### src/rtl/tw_pkg.sv
// Shared constants and types for the two-wire register slave.
package tw_pkg;
    localparam int TW_BW = 8;                   // bus byte width
    localparam int TW_AW = 8;                   // register pointer width
    localparam int TW_DW = 2 * TW_BW;           // register word width
    localparam logic [7:0] TW_BASE_ADDR = 8'h90; // device address, straps low
    localparam logic [TW_AW-1:0] TW_LOW_PORT = 8'hF0; // low-byte port

    typedef enum logic [3:0] {
        S_IDLE, S_ADDR, S_ACK_A, S_REG, S_ACK_R,
        S_WDATA, S_ACK_W, S_RDATA, S_RACK
    } tw_state_t;
endpackage

### src/rtl/tw_line_sync.sv
// Synchronizes SCL and SDA into the system clock domain and derives
// clock edges and start/stop events from the synchronized lines.
// Assumes both lines are stable for several system clocks per SCL phase.
module tw_line_sync #(
    parameter int STAGES = 2
) (
    input  logic clk,
    input  logic rst_n,
    input  logic scl_in,
    input  logic sda_in,
    output logic scl_s,
    output logic sda_s,
    output logic scl_rise,
    output logic scl_fall,
    output logic start_ev,
    output logic stop_ev
);
    logic [STAGES-1:0] scl_q, sda_q;
    logic scl_p, sda_p;

    // Synchronizer chains plus one history flop per line; idle level is high.
    always_ff @(posedge clk) begin
        if (!rst_n) begin
            scl_q <= '1;
            sda_q <= '1;
            scl_p <= 1'b1;
            sda_p <= 1'b1;
        end else begin
            scl_q <= {scl_q[STAGES-2:0], scl_in};
            sda_q <= {sda_q[STAGES-2:0], sda_in};
            scl_p <= scl_q[STAGES-1];
            sda_p <= sda_q[STAGES-1];
        end
    end

    assign scl_s    = scl_q[STAGES-1];
    assign sda_s    = sda_q[STAGES-1];
    assign scl_rise = scl_s & ~scl_p;
    assign scl_fall = ~scl_s & scl_p;
    assign start_ev = scl_s & scl_p & sda_p & ~sda_s;
    assign stop_ev  = scl_s & scl_p & ~sda_p & sda_s;
endmodule

### src/rtl/tw_word_access.sv
// Turns byte events from the bit engine into 16-bit register accesses.
// Holds the pointer, the word phase, the staged first byte and the low
// byte of the last fetched word. Assumes reg_rdata is valid in the same
// cycle as reg_raddr.
module tw_word_access
    import tw_pkg::*;
(
    input  logic             clk,
    input  logic             rst_n,
    input  logic             frame_start,
    input  logic             set_ptr,
    input  logic             wr_byte,
    input  logic             rd_byte,
    input  logic [TW_BW-1:0] rx_byte,
    output logic [TW_BW-1:0] tx_byte,
    input  logic [TW_DW-1:0] reg_rdata,
    output logic             reg_re,
    output logic [TW_AW-1:0] reg_raddr,
    output logic             reg_we,
    output logic [TW_AW-1:0] reg_waddr,
    output logic [TW_DW-1:0] reg_wdata
);
    logic [TW_AW-1:0] ptr, stage_addr;
    logic [TW_BW-1:0] stage_msb, lo_hold, last_lo;
    logic             phase;
    logic             at_port;

    assign at_port   = (ptr == TW_LOW_PORT);
    assign reg_raddr = ptr;
    assign reg_re    = rd_byte & ~at_port & ~phase;

    // Byte to transmit: port byte, held low half, or upper half of a fresh fetch.
    always_comb begin
        if (at_port)    tx_byte = last_lo;
        else if (phase) tx_byte = lo_hold;
        else            tx_byte = reg_rdata[TW_DW-1:TW_BW];
    end

    // Pointer, staging and write-strobe bookkeeping per received or sent byte.
    always_ff @(posedge clk) begin
        if (!rst_n) begin
            ptr        <= '0;
            stage_addr <= '0;
            stage_msb  <= '0;
            lo_hold    <= '0;
            last_lo    <= '0;
            phase      <= 1'b0;
            reg_we     <= 1'b0;
            reg_waddr  <= '0;
            reg_wdata  <= '0;
        end else begin
            reg_we <= 1'b0;
            if (frame_start) begin
                phase <= 1'b0;
            end else if (set_ptr) begin
                ptr   <= rx_byte;
                phase <= 1'b0;
            end else if (wr_byte) begin
                if (at_port) begin
                    reg_we    <= 1'b1;
                    reg_waddr <= stage_addr;
                    reg_wdata <= {stage_msb, rx_byte};
                end else if (!phase) begin
                    stage_msb  <= rx_byte;
                    stage_addr <= ptr;
                    phase      <= 1'b1;
                end else begin
                    reg_we    <= 1'b1;
                    reg_waddr <= ptr;
                    reg_wdata <= {stage_msb, rx_byte};
                    ptr       <= ptr + 1'b1;
                    phase     <= 1'b0;
                end
            end else if (rd_byte && !at_port) begin
                if (!phase) begin
                    lo_hold <= reg_rdata[TW_BW-1:0];
                    last_lo <= reg_rdata[TW_BW-1:0];
                    phase   <= 1'b1;
                end else begin
                    ptr   <= ptr + 1'b1;
                    phase <= 1'b0;
                end
            end
        end
    end

    AST_WE_SINGLE_CYCLE: assert property (@(posedge clk) disable iff (!rst_n)
        reg_we |=> !reg_we);
    AST_PORT_NEVER_WRITTEN: assert property (@(posedge clk) disable iff (!rst_n)
        reg_we |-> (reg_waddr != TW_LOW_PORT));
    AST_NO_RD_WR_OVERLAP: assert property (@(posedge clk) disable iff (!rst_n)
        !(reg_re && reg_we));
endmodule

### src/rtl/twowire_reg_slave.sv
// Two-wire serial slave giving byte-serial access to 16-bit registers.
// Bit engine: address match, acknowledge, receive and transmit shifting.
// Assumes an SCL phase lasts several system clocks; no clock stretching.
// SDA is only pulled low (sda_oe) and is changed only after SCL falls.
module twowire_reg_slave
    import tw_pkg::*;
#(
    parameter int SYNC_STAGES = 2
) (
    input  logic             clk,
    input  logic             rst_n,
    input  logic             scl_in,
    input  logic             sda_in,
    output logic             sda_oe,
    input  logic             adr0,
    input  logic             adr1,
    output logic             reg_re,
    output logic [TW_AW-1:0] reg_raddr,
    input  logic [TW_DW-1:0] reg_rdata,
    output logic             reg_we,
    output logic [TW_AW-1:0] reg_waddr,
    output logic [TW_DW-1:0] reg_wdata
);
    localparam logic [6:0] BASE7 = TW_BASE_ADDR[7:1];

    logic scl_s, sda_s, scl_rise, scl_fall, start_ev, stop_ev;
    tw_state_t        state;
    logic [TW_BW-1:0] sh, tx, tx_byte;
    logic [3:0]       bits;
    logic             rw, acked;
    logic [6:0]       dev7;
    logic             byte_done, set_ptr, wr_byte, rd_byte;

    tw_line_sync #(.STAGES(SYNC_STAGES)) u_sync (
        .clk(clk), .rst_n(rst_n), .scl_in(scl_in), .sda_in(sda_in),
        .scl_s(scl_s), .sda_s(sda_s), .scl_rise(scl_rise), .scl_fall(scl_fall),
        .start_ev(start_ev), .stop_ev(stop_ev)
    );

    tw_word_access u_access (
        .clk(clk), .rst_n(rst_n), .frame_start(start_ev),
        .set_ptr(set_ptr), .wr_byte(wr_byte), .rd_byte(rd_byte),
        .rx_byte(sh), .tx_byte(tx_byte), .reg_rdata(reg_rdata),
        .reg_re(reg_re), .reg_raddr(reg_raddr),
        .reg_we(reg_we), .reg_waddr(reg_waddr), .reg_wdata(reg_wdata)
    );

    // Strapped 7-bit device address: adr0 -> address bit 3, adr1 -> bit 5.
    assign dev7 = BASE7 | {2'b00, adr1, 1'b0, adr0, 2'b00};

    // Byte-level events handed to the word access logic.
    always_comb begin
        byte_done = scl_fall && (bits == 4'd8);
        set_ptr   = (state == S_REG) && byte_done;
        wr_byte   = (state == S_WDATA) && byte_done;
        rd_byte   = scl_fall && (((state == S_ACK_A) && rw) ||
                                 ((state == S_RACK) && acked));
    end

    // Protocol state machine, shift registers and SDA drive.
    always_ff @(posedge clk) begin
        if (!rst_n) begin
            state  <= S_IDLE;
            sh     <= '0;
            tx     <= '0;
            bits   <= '0;
            rw     <= 1'b0;
            acked  <= 1'b0;
            sda_oe <= 1'b0;
        end else if (stop_ev) begin
            state  <= S_IDLE;
            sda_oe <= 1'b0;
        end else if (start_ev) begin
            state  <= S_ADDR;
            bits   <= '0;
            sda_oe <= 1'b0;
        end else begin
            case (state)
                S_ADDR, S_REG, S_WDATA: begin
                    if (scl_rise) begin
                        sh   <= {sh[TW_BW-2:0], sda_s};
                        bits <= bits + 4'd1;
                    end else if (byte_done) begin
                        bits <= '0;
                        if (state == S_ADDR) begin
                            if (sh[7:1] == dev7) begin
                                rw     <= sh[0];
                                sda_oe <= 1'b1;
                                state  <= S_ACK_A;
                            end else begin
                                state  <= S_IDLE;
                            end
                        end else begin
                            sda_oe <= 1'b1;
                            state  <= (state == S_REG) ? S_ACK_R : S_ACK_W;
                        end
                    end
                end
                S_ACK_A: begin
                    if (scl_fall) begin
                        bits <= '0;
                        if (rw) begin
                            tx     <= tx_byte;
                            sda_oe <= ~tx_byte[7];
                            state  <= S_RDATA;
                        end else begin
                            sda_oe <= 1'b0;
                            state  <= S_REG;
                        end
                    end
                end
                S_ACK_R, S_ACK_W: begin
                    if (scl_fall) begin
                        sda_oe <= 1'b0;
                        bits   <= '0;
                        state  <= S_WDATA;
                    end
                end
                S_RDATA: begin
                    if (scl_fall) begin
                        if (bits == 4'd7) begin
                            sda_oe <= 1'b0;
                            bits   <= '0;
                            state  <= S_RACK;
                        end else begin
                            tx     <= {tx[TW_BW-2:0], 1'b0};
                            sda_oe <= ~tx[6];
                            bits   <= bits + 4'd1;
                        end
                    end
                end
                S_RACK: begin
                    if (scl_rise) begin
                        acked <= ~sda_s;
                    end else if (scl_fall) begin
                        if (acked) begin
                            tx     <= tx_byte;
                            sda_oe <= ~tx_byte[7];
                            bits   <= '0;
                            state  <= S_RDATA;
                        end else begin
                            state  <= S_IDLE;
                        end
                    end
                end
                default: ;
            endcase
        end
    end

    AST_OE_MOVES_SCL_LOW: assert property (@(posedge clk) disable iff (!rst_n)
        (sda_oe != $past(sda_oe)) |-> !scl_s);
    AST_IDLE_RELEASED: assert property (@(posedge clk) disable iff (!rst_n)
        (state == S_IDLE) |-> !sda_oe);
    AST_MATCH_ACKS: assert property (@(posedge clk) disable iff (!rst_n)
        ($past(state) == S_ADDR && state == S_ACK_A) |-> sda_oe);
    AST_NACK_RELEASES: assert property (@(posedge clk) disable iff (!rst_n)
        ($past(state) == S_RACK && state == S_IDLE) |-> !sda_oe);
endmodule

### config.mk
export PLATFORM = sky130hd
export DESIGN_NAME = twowire_reg_slave
export DESIGN_NICKNAME = d
export VERILOG_FILES = /design/src/rtl/tw_pkg.sv /design/src/rtl/tw_line_sync.sv /design/src/rtl/tw_word_access.sv /design/src/rtl/twowire_reg_slave.sv
export SDC_FILE = /design/constraint.sdc
export NUM_CORES = 1
export LEC_CHECK = 0
export ABC_AREA = 1
export BUFFER_PORTS_ARGS = -buffer_cell sky130_fd_sc_hd__buf_2
export CAP_MARGIN = 25
export CORE_ASPECT_RATIO = 0.5
export CORE_UTILIZATION = 30
export CTS_BUF_LIST = sky130_fd_sc_hd__clkbuf_8
export CTS_CLUSTER_SIZE = 20
export DETAILED_ROUTE_END_ITERATION = 7
export MAX_ROUTING_LAYER = met4
export PLACE_DENSITY = 0.51
export SLEW_MARGIN = 40
export SYNTH_ARGS = -nofsm -noshare
export SYNTH_HDL_FRONTEND = slang
export SYNTH_HIERARCHICAL = 1
export SYNTH_SLANG_ARGS = --single-unit
### constraint.sdc
create_clock -name clk -period 3.7 [get_ports clk]
set_clock_uncertainty 0.2 [all_clocks]
set_input_delay 1.11 -clock clk [delete_from_list [all_inputs] [get_ports clk]]
set_output_delay 1.11 -clock clk [all_outputs]
set_load 0.01 [all_outputs]
==> metrics.yaml, run 1 <==
power_and_ir_drop:
  ir_drop_mv: 0.175
  cellLeakagePower_nw: 2.43
  power.total_mw: 2.68
  powerDensity_nw_per_um2: 516
finish:
  fin_area_um2: 5190
  multiInputGateArea_um2: 2300
  final_nets: 753
  layout_common_cells: "nand2_1, nor2_1, dfxtp_1"
  area_growth_pct: 13.4
  layout.cells.most_common: "nand2_1"
  regArea_um2: 1800
  antennaDiodeCount: 0
  nFillCells: 1621
  drive_above_1_share_pct: 15.8
  utilization_pct: 35.3
synthesis:
  synth.distinct_cells: 34
  synthCells: 679
  muxShareOfSynthArea_pct: 0.219
  synth-main-ff-cell: "dfxtp_1"
  synthXorXnorAreaFrac_pct: 0.383
  synth_area_per_cell_um2: 6.74
  synth_nets: 705
  ys_async_sr_fraction_pct: 0
  synth_fa_ha_area_share_pct: 1.09
  ys_ff_latch: 90
  synth_compound_area_share_pct: 14.9
  synth_edf_count: 0
  netlist_area_um2: 4580
  synth_top_family_by_area: "simple AND/OR/NAND/NOR gates"
  synthSimpleGateAreaFrac_pct: 33.7
  ys_warn_count: 6
  seq_area_frac_synth_pct: 39.3
placed_design:
  port_buffers: 56
  dpl-instance-area_um2: 5000
  dp_hpwl_um: 8720
  place_congestion: 0.920
clock_tree:
  cts_sinks: 90
  numCtsBuffers: 9
  postCtsSetupRepairBufs: 0
  ctsRootBufferMaster: "clkbuf_8"
  clk-insertion-delay-late_ns: 0.38
  cts-htree-levels: 3
  cts_resized: 0
  clockBufferDepth: 2
  cts_tree: "done"
  clk_pin_slew_ns: 0.10
  postCtsHoldBufs: 0
timing:
  worstMarginPinSlew_ns: 0.799
  period_share_pct: 91.1
  period_minus_slack_ns: 3.37
  final-setup-viol-count: 0
  whs_ns: 0.212
  grt_setup_unrepaired: "no"
  fin_setup_tns_ns: 0
  fmax_ghz: 0.297
  final_hold_viol_count: 0
  drv_slew: 0
  maxSlewHeadroom_pct: 46.7
setup_path:
  worstPathRequired_ns: 2.39
  cp.depth: 9
  crit_path_start_kind: "flip-flop"
  end_kind: "output pin"
  max_stage_delay_ns: 0.40
  cp_num_buf_inv: 3
  critPathSlowestCell: "dfxtp_1"
  crit_chain: "inv_1 > nor2_1 > nand2_4 > o21ai_0 > inv_1 > nor2_1 > nand2_4 > nor2_1 > buf_2"
  path_common_cell: "nor2_1"
  worstSetupPathType: "reg2out"
  crit_fanout: 8
  cpLargestDelayFamily: "simple AND/OR/NAND/NOR gates"
  arrival_ns: 2.06
  r2r_cells: 10
global_routing:
  grt_pass1_wl_um: 19800
  grt_util_all_layers_pct: 16.5
  antenna_found_initial: 0
  first_global_vias: 3920
  grt_overflow: 0
  grt_max_degree: 41
routing:
  route.detailed.drc: 0
  top_layer_used: "met4"
  wirelength_um: 12300
  route.met3.wl_um: 464
  wl_met1_um: 6340
  drt_iter0_drc: 320
  viasPerCell: 4.67
  wl_per_cell_um: 13.2
  dr.pass1.iters: 5
  wl_met2_um: 5330
  ant_nets: 0
  vias: 4340
hold_path:
  hp-class: "reg2reg"
  min_path_cells: 2
die:
  num_rows: 31
  die-area_um2: 15800
  core_area_um2: 14700
  die_y_um: 89.4
  die_w_um: 177
  ios: 57
  floorplan.initialDensity_pct: 31.2
run_status:
  status: "finished, final reports clean"
run:
  cap_violations: 0
## cells by family after synthesis
kind of cell / count (synthesis)
compound gates: 134
xor+xnor: 2
fa+ha+maj: 4
buf+inv: 111
flops: 90
mux: 1
simple gates: 337
## layout make-up
cell class	instances	area share, %
clock buffer	9	2.38
clock inverter	7	1.37
inverter	87	6.33
multi-input combinational	478	44.3
sequential	90	34.7
tap	198	4.77
timing repair buffer	61	6.12
## flip-flops by register name (all words and copies together), names as in the netlist
signal,count
u_access/phase,1
u_sync/scl_p,1
u_access/reg_wdata,16
u_access/reg_we,1
u_access/last_lo,8
u_access/stage_msb,8
u_sync/sda_p,1
u_access/stage_addr,8
state,4
rw,1
sda_oe,1
bits,4
u_access/reg_raddr,8
u_access/reg_waddr,8
u_sync/sda_q,2
acked,1
u_sync/scl_q,2
tx,7
sh,8
## stage by stage
stage                     setup slack [ns]  cells
after CTS                            0.296    930
after detailed placement             0.736    914
after global routing                0.0727    930
after global placement               0.789    914
final                                0.331    930
after floorplan                      0.971    679
## path summary, 6_finish.rpt
path	startpoint	end	slack [ns]
worst max-delay path	state[1]	reg_re	0.33
worst min-delay path	u_sync/sda_q[0]	u_sync/sda_q[1]	0.21
worst min register to register	u_sync/sda_q[0]	u_sync/sda_q[1]	0.21
worst max register to register	bits[0]	u_access/reg_waddr[0]	0.91
## Yosys cell counts (2+ instances only)
| cell type | instances | area [um^2] |
|---|---|---|
| nor2_4 | 4 | 45.0 |
| nor2_2 | 6 | 37.5 |
| o21ai_1 | 10 | 50.1 |
| o211ai_1 | 2 | 15.0 |
| xor2_1 | 2 | 17.5 |
| buf_2 | 8 | 40.0 |
| nand2_2 | 3 | 18.8 |
| nand3_2 | 5 | 50.1 |
| nor2_1 | 107 | 402 |
| buf_6 | 4 | 45.0 |
| dfxtp_1 | 90 | 1800 |
| nand2_1 | 130 | 488 |
| nand2_4 | 9 | 101 |
| nand4_1 | 6 | 37.5 |
| inv_1 | 78 | 293 |
| nand3_1 | 50 | 250 |
| nor3_1 | 11 | 55.1 |
| inv_2 | 7 | 26.3 |
| clkbuf_1 | 7 | 26.3 |
| buf_4 | 4 | 30.0 |
| a21oi_1 | 76 | 380 |
| ha_1 | 4 | 50.1 |
| o21ai_0 | 44 | 220 |
| nand3b_1 | 2 | 15.0 |
## power breakdown
| part | internal (mW) | switching, mW | leakage (nW) |
|---|---|---|---|
| Combinational | 0.296 | 0.590 | 1.61 |
| Clock | 0.263 | 0.411 | 0.0926 |
| Sequential | 1.05 | 0.0757 | 0.728 |
| Total | 1.61 | 1.08 | 2.43 |
## metal layers
layer  track usage [%]  vias to the layer above
met4              5.49                        0
met1              21.7                     1969
met5                 -                        -
li1                  -                     2269
met3              3.27                       15
met2              25.6                       87
## worst register-to-register path, stage by stage (launching register included)
cell	delay (ns)
dfxtp_1	0.35
inv_1	0.08
ha_1	0.14
nand4_1	0.26
nor3_1	0.57
inv_1	0.12
nor2_1	0.13
buf_4	0.28
nand2_4	0.26
nor3_1	0.20
nor3_1	0.06
Power figures use the tool's default switching activity.
==> run 2: changes to the inputs <==
Settings changed: MAX_ROUTING_LAYER met4 to unset.
==> metrics.yaml, run 2 (same netlist as run 1, synthesis figures left out) <==
clock_tree:
  clk-insertion-delay-late_ns: 0.38  # about the same
  cts-htree-levels: 3  # unchanged
  cts_tree: "done"
  clk_pin_slew_ns: 0.10  # about the same
  postCtsHoldBufs: 0  # unchanged
  cts_sinks: 90  # unchanged
  cts_resized: 0  # unchanged
  numCtsBuffers: 9  # unchanged
  ctsRootBufferMaster: "clkbuf_8"
  clockBufferDepth: 2  # unchanged
  postCtsSetupRepairBufs: 0  # unchanged
setup_path:
  arrival_ns: 2.05  # about the same
  end_kind: "output pin"
  worstSetupPathType: "reg2out"
  cpLargestDelayFamily: "simple AND/OR/NAND/NOR gates"
  crit_fanout: 8  # unchanged
  cp_num_buf_inv: 3  # unchanged
  crit_path_start_kind: "flip-flop"
  path_common_cell: "nor2_1"
  max_stage_delay_ns: 0.41  # about the same
  reg2reg_slack_ns: 0.98  # +0.07 ns
  worstPathRequired_ns: 2.39  # about the same
  critPathSlowestCell: "dfxtp_1"
  crit_chain: "inv_1 > nor2_1 > nand2_4 > o21ai_0 > inv_1 > nor2_1 > nand2_4 > nor2_1 > buf_2"
routing:
  dr.pass1.iters: 4  # -1
  ant_nets: 0  # unchanged
  viasPerCell: 4.62  # -0.90%
  route.detailed.drc: 0  # unchanged
  drt_iter0_drc: 222  # -31%
  wl_per_cell_um: 12.8  # -2.7%
  vias: 4310  # -0.69%
  wirelength_um: 12000  # -2.5%
finish:
  nFillCells: 1637  # +0.99%
  utilization_pct: 35.5  # +0.17 points
  layout.cells.most_common: "nand2_1"
  instances_no_fill: 932  # +0.22%
  drive_above_1_share_pct: 16.1  # +0.23 points
  area_growth_pct: 14.0
  largest_reg_flops: 16  # unchanged
  regMostFlops: "u_access/reg_wdata"
  final_nets: 755  # +0.27%
  layout_common_cells: "nand2_1, nor2_1, dfxtp_1"
  antennaDiodeCount: 0  # unchanged
timing:
  final_hold_viol_count: 0  # unchanged
  fin_setup_tns_ns: 0  # unchanged
  fmax_ghz: 0.297  # +0.22%
  maxSlewHeadroom_pct: 49.4  # +2.8 points
  final-setup-viol-count: 0  # unchanged
  drv_slew: 0  # unchanged
  timing.final.ws_setup_ns: 0.338  # +0.00748 ns
  period_share_pct: 90.9  # -0.20 points
  worstMarginPinSlew_ns: 0.758  # -0.0413 ns
  period_minus_slack_ns: 3.36  # -0.00747 ns
  whs_ns: 0.209  # -0.00305 ns
  grt_setup_unrepaired: "no"
placed_design:
  dp.cells: 916  # +0.22%
  place_congestion: 0.912  # -0.89%
  port_buffers: 56  # unchanged
  dp_hpwl_um: 8630  # -1.1%
  place_ws_ns: 0.762  # +0.0265 ns
die:
  die-area_um2: 15800  # unchanged
  core_area_um2: 14700  # unchanged
  floorplan.initialDensity_pct: 31.2  # unchanged
  ios: 57  # unchanged
  die_y_um: 89.4  # unchanged
  die_w_um: 177  # unchanged
  num_rows: 31  # unchanged
power_and_ir_drop:
  ir_drop_mv: 0.186  # +6.4%
  powerDensity_nw_per_um2: 523  # +1.2%
  cellLeakagePower_nw: 2.45  # +0.97%
hold_path:
  hp-class: "reg2reg"
global_routing:
  first_global_vias: 3995  # +1.9%
  grt_util_all_layers_pct: 15.9  # -0.60 points
  grt_max_degree: 41  # unchanged
  grt_pass1_wl_um: 19700  # -0.35%
  antenna_found_initial: 0  # unchanged
  grt_overflow: 0  # unchanged
run:
  cap_violations: 0  # unchanged
run_status:
  status: "finished, final reports clean"
==> run 2: changes by cell type in the layout (fill, tap and decap cells not counted), sizes merged <==
cell	change
buf	+2
clkinvlp	-2
bufinv	+1
inv	+1
==> run 2: per-layer routing <==
layer	vias up	share of wire (%)	global-route usage (%)
li1	2272	-	-
met1	1943	49	20.9
met2	82	45	26.3
met3	13	4.8	3.70
met4	0	1.3	4.78
met5	-	0	0
==> run 2: final cells by class <==
| class | instances | area [um^2] | share of cell area, % |
|---|---|---|---|
| clock buffer | 9 | 124 | 2.37 |
| clock inverter | 7 | 81.3 | 1.56 |
| inverter | 87 | 329 | 6.30 |
| multi-input combinational | 478 | 2300 | 44.1 |
| sequential | 90 | 1800 | 34.5 |
| tap | 198 | 248 | 4.75 |
| timing repair buffer | 63 | 333 | 6.38 |
==> run 2: per-stage QoR <==
stage,cell area (um^2),power [mW]
floorplan,4580,1.83
detailed placement,5010,2.02
CTS,5220,2.75
global route,5220,2.92
global placement,5010,2.03
finish,5220,2.73
==> run 2: path summary, 6_finish.rpt <==
| path | start | endpoint | depth (start not counted) |
|---|---|---|---|
| hold reg to reg | u_sync/scl_q[0] | u_sync/scl_q[1] | 2 |
| setup / recovery | state[1] | reg_re | 9 |
| hold / removal | u_sync/scl_q[0] | u_sync/scl_q[1] | 2 |
| setup reg to reg | bits[0] | u_access/stage_addr[1] | 10 |
==> run 2: where the power goes <==
part	leakage [nW]	switching (mW)	internal, mW
registers	0.728	0.0757	1.05
clock network	0.107	0.401	0.325
logic	1.62	0.582	0.297
==> run 2: worst min-delay path, delay by kind of cell, from the launching register on <==
kind / cells / cell delay, ns
DFF: 1 / 0.32
and+or+nand+nor: 1 / 0.04
buffers and inverters: 1 / 0.03
